File: src/rtl/ssjump_pkg.sv
package ssjump_pkg;

    // Which way the profile moves on the coming edge.
    typedef enum logic [1:0] {
        SEG_IDLE = 2'd0,
        SEG_RISE = 2'd1,
        SEG_FALL = 2'd2,
        SEG_WRAP = 2'd3
    } seg_e;

    function automatic seg_e seg_of(input logic run, input logic at_end, input logic rising);
        if (!run)        return SEG_IDLE;
        else if (at_end) return SEG_WRAP;
        else if (rising) return SEG_RISE;
        else             return SEG_FALL;
    endfunction

endpackage

File: src/rtl/ssjump_profile.sv
module ssjump_profile
    import ssjump_pkg::*;
#(
    parameter int RAMP_LEN = 412,
    parameter int STEP     = 477,
    parameter int PH_W     = 10,
    parameter int X_W      = 18
) (
    input  logic            clk,
    input  logic            rst_n,
    input  logic            run,
    output logic [PH_W-1:0] phase,
    output logic [X_W-1:0]  level
);

    localparam int LAST = 2 * RAMP_LEN;

    typedef struct packed {
        logic [PH_W-1:0] phase;
        logic [X_W-1:0]  level;
    } prof_t;

    prof_t st_d, st_q;
    seg_e  seg;

    always_comb begin
        seg  = seg_of(run, st_q.phase == PH_W'(LAST), st_q.phase < PH_W'(RAMP_LEN));
        st_d = st_q;
        unique case (seg)
            SEG_IDLE: st_d = '0;
            SEG_WRAP: st_d = '0;
            SEG_RISE: begin
                st_d.phase = st_q.phase + PH_W'(1);
                st_d.level = st_q.level + X_W'(STEP);
            end
            SEG_FALL: begin
                st_d.phase = st_q.phase + PH_W'(1);
                st_d.level = st_q.level - X_W'(STEP);
            end
            default: st_d = '0;
        endcase
    end

    always_ff @(posedge clk or negedge rst_n) begin
        if (!rst_n) st_q <= '0;
        else        st_q <= st_d;
    end

    assign phase = st_q.phase;
    assign level = st_q.level;

endmodule

File: src/rtl/ssjump_shaper.sv
module ssjump_shaper #(
    parameter int ORDER    = 2,
    parameter int FRAC_W   = 16,
    parameter int X_W      = 18,
    parameter int JUMP_W   = 2,
    parameter int MAX_JUMP = 3
) (
    input  logic              clk,
    input  logic              rst_n,
    input  logic              run,
    input  logic [X_W-1:0]    level,
    output logic [JUMP_W-1:0] jump,
    output logic              valid
);

    localparam int E_W = FRAC_W + 3;
    localparam int V_W = FRAC_W + 5;
    localparam int ONE = 1 << FRAC_W;
    localparam logic signed [V_W-1:0] Q_MAX = V_W'(MAX_JUMP);
    localparam logic signed [V_W-1:0] E_LO  = -(V_W'(ONE));
    localparam logic signed [V_W-1:0] E_HI  = V_W'(2 * ONE - 1);

    typedef struct packed {
        logic [E_W-1:0]    e1;
        logic [E_W-1:0]    e2;
        logic [JUMP_W-1:0] jump;
        logic              valid;
    } shp_t;

    shp_t st_d, st_q;

    logic signed [V_W-1:0] fb;
    logic signed [V_W-1:0] v;
    logic signed [V_W-1:0] q;
    logic signed [V_W-1:0] y_scaled;
    logic signed [V_W-1:0] resid;
    logic [JUMP_W-1:0]     y;
    logic [E_W-1:0]        e_new;

    function automatic logic signed [V_W-1:0] sx(input logic [E_W-1:0] e);
        return {{(V_W-E_W){e[E_W-1]}}, e};
    endfunction

    // Error-feedback filter: the parameter picks the noise-shaping order.
    if (ORDER >= 2) begin : g_second
        always_comb fb = (sx(st_q.e1) <<< 1) - sx(st_q.e2);
    end else begin : g_first
        always_comb fb = sx(st_q.e1);
    end

    always_comb begin
        v = $signed({{(V_W-X_W){1'b0}}, level}) + fb;
        q = v >>> FRAC_W;
        if (q < 0)          y = '0;
        else if (q > Q_MAX) y = JUMP_W'(MAX_JUMP);
        else                y = q[JUMP_W-1:0];

        y_scaled = $signed({{(V_W-JUMP_W){1'b0}}, y}) <<< FRAC_W;
        resid    = v - y_scaled;
        if (resid < E_LO)      e_new = E_LO[E_W-1:0];
        else if (resid > E_HI) e_new = E_HI[E_W-1:0];
        else                   e_new = resid[E_W-1:0];

        if (!run) begin
            st_d = '0;
        end else begin
            st_d.e1    = e_new;
            st_d.e2    = st_q.e1;
            st_d.jump  = y;
            st_d.valid = 1'b1;
        end
    end

    always_ff @(posedge clk or negedge rst_n) begin
        if (!rst_n) st_q <= '0;
        else        st_q <= st_d;
    end

    assign jump  = st_q.jump;
    assign valid = st_q.valid;

endmodule

File: src/rtl/ssjump_mod.sv
module ssjump_mod #(
    parameter int FRAC_W   = 16,
    parameter int RAMP_LEN = 412,
    parameter int MAX_JUMP = 3,
    parameter int ORDER    = 2,
    localparam int JUMP_W  = $clog2(MAX_JUMP + 1)
) (
    input  logic              clk,
    input  logic              rst_n,
    input  logic              enable,
    output logic [JUMP_W-1:0] jump,
    output logic              valid
);

    localparam int PERIOD = 2 * RAMP_LEN + 1;
    localparam int PH_W   = $clog2(PERIOD);
    localparam int ONE    = 1 << FRAC_W;
    localparam int STEP   = (MAX_JUMP * ONE) / RAMP_LEN;
    localparam int X_W    = FRAC_W + JUMP_W;

    logic [PH_W-1:0] prof_phase;
    logic [X_W-1:0]  prof_level;

    ssjump_profile #(
        .RAMP_LEN (RAMP_LEN),
        .STEP     (STEP),
        .PH_W     (PH_W),
        .X_W      (X_W)
    ) u_profile (
        .clk   (clk),
        .rst_n (rst_n),
        .run   (enable),
        .phase (prof_phase),
        .level (prof_level)
    );

    ssjump_shaper #(
        .ORDER    (ORDER),
        .FRAC_W   (FRAC_W),
        .X_W      (X_W),
        .JUMP_W   (JUMP_W),
        .MAX_JUMP (MAX_JUMP)
    ) u_shaper (
        .clk   (clk),
        .rst_n (rst_n),
        .run   (enable),
        .level (prof_level),
        .jump  (jump),
        .valid (valid)
    );

endmodule

File: config.mk
export PLATFORM = sky130hd
export DESIGN_NAME = ssjump_mod
export DESIGN_NICKNAME = d
export VERILOG_FILES = /design/src/rtl/ssjump_pkg.sv /design/src/rtl/ssjump_profile.sv /design/src/rtl/ssjump_shaper.sv /design/src/rtl/ssjump_mod.sv
export SDC_FILE = /design/constraint.sdc
export NUM_CORES = 1
export LEC_CHECK = 0
export BUFFER_PORTS_ARGS = -buffer_cell sky130_fd_sc_hd__buf_2
export CAP_MARGIN = 10
export CORE_ASPECT_RATIO = 0.6
export CORE_MARGIN = 3
export CORE_UTILIZATION = 40
export CTS_CLUSTER_SIZE = 30
export DETAILED_ROUTE_END_ITERATION = 10
export GPL_ROUTABILITY_DRIVEN = 0
export PLACE_DENSITY = 0.68
export SETUP_SLACK_MARGIN = 0.15
export SLEW_MARGIN = 5
export SYNTH_ARGS = -nofsm -noshare
export SYNTH_HDL_FRONTEND = slang
export SYNTH_SLANG_ARGS = --single-unit
File: constraint.sdc
create_clock -name clk -period 4.7 [get_ports clk]
set_clock_uncertainty 0.1 [all_clocks]
set_input_delay 0.705 -clock clk [delete_from_list [all_inputs] [get_ports clk]]
set_output_delay 0.705 -clock clk [all_outputs]
set_load 0.02 [all_outputs]
==> summary.md <==
| Metric | Value |
|---|---|
| First-pass GRT wire length | between 15 and 20 mm |
| Number of buffers added on ports | 5 |
| Met1 WL | 5.57 mm |
| Floorplan die height | 90.1 um |
| H-Tree Depth | 3 |
| Detail Route Antenna Nets | 0 |
| Die X-Extent | 146 um |
| Average wire per standard cell | 14.9 um |
| Peak per-stage delay on the critical path | ~0.5 ns |
| Top FF cell, synth | sky130_fd_sc_hd__dfrtp_1 |
| Average footprint of a synthesized cell | 9.55 um^2 |
| Period utilization | 0.954 |
| Total vias in the final route | about 3.5k |
| Final hold vios | 0 |
| Maximum fanout along the worst path | 8 |
| Beginning of the critical path | u_profile.level[1] |
| Placement Rows | 30 |
| Run status | finished clean |
| Slowest CP cell | sky130_fd_sc_hd__fa_1 |
| Pins over their slew limit | 0 |
| Final std cell area, no fill | ~5600 um^2 |
| Via count of the first global-routing pass | 3383 |
| Synth area leader | sky130_fd_sc_hd__dfrtp_1 |
| Async S/R FF share, synth | 1.00 |
| Leading cell types by total area after synthesis | sky130_fd_sc_hd__dfrtp_1 (37%), sky130_fd_sc_hd__ha_1 (11%), sky130_fd_sc_hd__fa_1 (8.1%), sky130_fd_sc_hd__inv_1 (6.3%), sky130_fd_sc_hd__nor2_1 (4.8%) |
| CP dominant cell by count | sky130_fd_sc_hd__ha_4 |
| Post-synthesis cell count | 494 |
| Final critical-path required period | approximately 4.5 ns |
| Arrival @ worst endpoint | around 4.6 ns |
| Count of placed standard cells in the final layout, fillers left out | 685 |
| Critical register-to-register path startpoint | u_profile.level[1] |
| CTS clock-pin slew for the worst setup and hold paths | 0.06 ns |
| Die Outline Area | 13200 um^2 |
| Unrepaired setup endpoints after global routing | false |
| Maximum clock frequency | 223 MHz |
| Starting utilization of the core area | 0.413 |
| Syn-to-layout area delta | 19.0% |
| HPWL after DPL | 7.24 mm |
| Total grt overflow | 0 |
| Buffers from clock root to sink, at most | 2 |
| Setup-failing EPs final | 0 |
| Detailed route wirelength on metal3 | 382 um |
| Fraction of final layout cells sized beyond drive strength 1 | 0.175 |
| Worst Reg-to-Reg Cells | 20 |
| Placed Instance Area | 5000 um^2 |
| Reg2Reg Setup Slack | 0.22 ns |
| Pin count of the biggest net entering global routing | 39 |
| Final wirelength | approximately 10 mm |
| Antenna fix cells | 0 |
| Number of violations reported at the end of detailed-routing iteration 0 | about 190 |
| Yosys warns | 0 |
| Endpoint type of the worst setup path | flip-flop |
| Core Box Area | 11400 um^2 |
| Insertion delay of the later-clocked pin in the worst-skew pair | 0.34 ns |
| Total instance count after detailed placement | 659 |
| Slew @ Worst Pin | 0.869 ns |
| Number of antenna violations at the first check in global routing | 0 |
| Reg-to-reg endpoint | u_shaper.st_q[32] |
| Number of enable-type register cells in the synthesized netlist | 0 |
| Syn_nets | 558 |
| TritonCTS Buffers | 9 |
| Cells along the critical path | fa_1 > ha_4 > fa_2 > a211oi_2 > o211a_1 > o211ai_4 > and3_4 > nor3_4 > nand2b_4 > inv_4 > a21oi_4 > ha_2 > inv_2 > ha_4 > nor3b_4 > buf_4 > o21ai_4 > a32oi_4 > clkbuf_16 > a21oi_1 |
| Clock sink count | 69 |
| Clk root buf | sky130_fd_sc_hd__clkbuf_16 |
| Total of max-cap violations | 0 |
| Sequential area share after synthesis | 0.366 |
| Required @ worst endpoint | 4.81 ns |
| Hold Path Class | input pin to asynchronous set/reset pin |
| Hold bufs inserted after CTS | 0 |
| Vias per std cell | 5.08 |
| Met2 WL post-DR | 4.20 mm |
| Category of the most critical setup path | flip-flop to flip-flop |
| Synth cell types | 54 |
| Count of state elements after synthesis | 69 |
| Number of detailed-routing iterations run before antenna repair | 4 |
| Highest metal layer with signal wires | met4 |
| Most instantiated library cell after synthesis | sky130_fd_sc_hd__inv_1 |
| Number of placed I/O pins | 6 |
| Final core occ | 0.492 |
| Fin nets | 585 |
| DRC violations left | 0 |
| TritonCTS clock tree | yes |
| Final TNS setup | 0 ns |
| Synthesized cell area | about 4700 um^2 |
| Tightest slew margin relative to the limit | 0.421 |
| CP Launch Type | flip-flop |
| GR Util All Layers | 0.155 |
| Top cell type's share of synthesized area | 0.366 |
| Most frequent cells after synthesis | sky130_fd_sc_hd__inv_1 (79), sky130_fd_sc_hd__dfrtp_1 (69), sky130_fd_sc_hd__nor2_1 (60) |
## worst max-delay path by stage
stage	endpoint	slack (ns)	cells past startpoint
after floorplan	u_shaper.st_q[37]	0.18	20
after global placement	u_shaper.st_q[37]	0.11	18
after detailed placement	u_shaper.st_q[30]	-0.03	18
after CTS	u_shaper.st_q[34]	0.18	20
after global routing	u_shaper.st_q[29]	0.07	20
final	u_shaper.st_q[32]	0.22	20
## timing repair
item / 4_1_cts / 5_1_grt
gates resized for setup: 6 / 40
endpoints found under the setup margin: 18 / 21
cloned: 0 / 1
buffers inserted: 1 / 9
pin swaps: 1 / 21
## flip-flops by register name (all words and copies together) (netlist names)
name,cells
u_shaper.st_q,38
u_profile.level,18
u_profile.phase,10
u_shaper.jump,2
u_shaper.valid,1
## critical path: cells and delay by family, from the launching register on
kind            cells  cell delay [ns]
buf+inv             4             0.47
flops               1             0.40
compound gates      7             1.19
simple gates        4             0.72
fa+ha+maj           5             1.48
## area by class of cell
type	count	area [um^2]
Tap cell	160	200
Sequential cell	69	1730
Clock inverter	6	65.1
Timing Repair Buffer	27	236
Clock buffer	9	225
Inverter	79	303
Multi-Input combinational cell	335	2860
Fill cell	1060	5800
## routing by layer
| layer | track usage | vias to the layer above |
|---|---|---|
| li1 | - | 1705 |
| met1 | 0.247 | 1723 |
| met2 | 0.210 | 44 |
| met3 | 0.0378 | 8 |
| met4 | 0.0305 | 0 |
| met5 | 0 | - |
## cell usage in the layout (no fill, tap or decap), types with 14 or more instances in the layout
| master | count |
|---|---|
| sky130_fd_sc_hd__a21oi_1 | 31 |
| sky130_fd_sc_hd__buf_4 | 18 |
| sky130_fd_sc_hd__xor2_1 | 23 |
| sky130_fd_sc_hd__inv_1 | 76 |
| sky130_fd_sc_hd__ha_1 | 35 |
| sky130_fd_sc_hd__nand3_1 | 14 |
| sky130_fd_sc_hd__fa_1 | 18 |
| sky130_fd_sc_hd__xnor2_1 | 15 |
| sky130_fd_sc_hd__dfrtp_1 | 69 |
| sky130_fd_sc_hd__nor2_1 | 60 |
## metrics by stage
| step | hold WS (ns) | worst slack (ns) |
|---|---|---|
| 3_3_place_gp | 0.383 | 0.110 |
| 2_1_floorplan | 0.309 | 0.179 |
| 5_1_grt | 0.435 | 0.0730 |
| 3_5_place_dp | 0.395 | -0.0298 |
| 4_1_cts | 0.409 | 0.184 |
| 6_report | 0.384 | 0.217 |
## cell families (layout without fill, tap and decap cells)
| kind of cell | Yosys count | after routing | synth area share |
|---|---|---|---|
| buf+inv | 90 | 121 | 0.0759 |
| flops | 69 | 69 | 0.366 |
| simple gates | 124 | 124 | 0.127 |
| mux | 1 | 1 | 0.00212 |
| fa+ha+maj | 61 | 61 | 0.192 |
| compound gates | 108 | 108 | 0.160 |
| xor+xnor | 41 | 41 | 0.0761 |
Power is not shown: default switching activity piles up to over one toggle a cycle in this logic, so the estimate is an artifact.
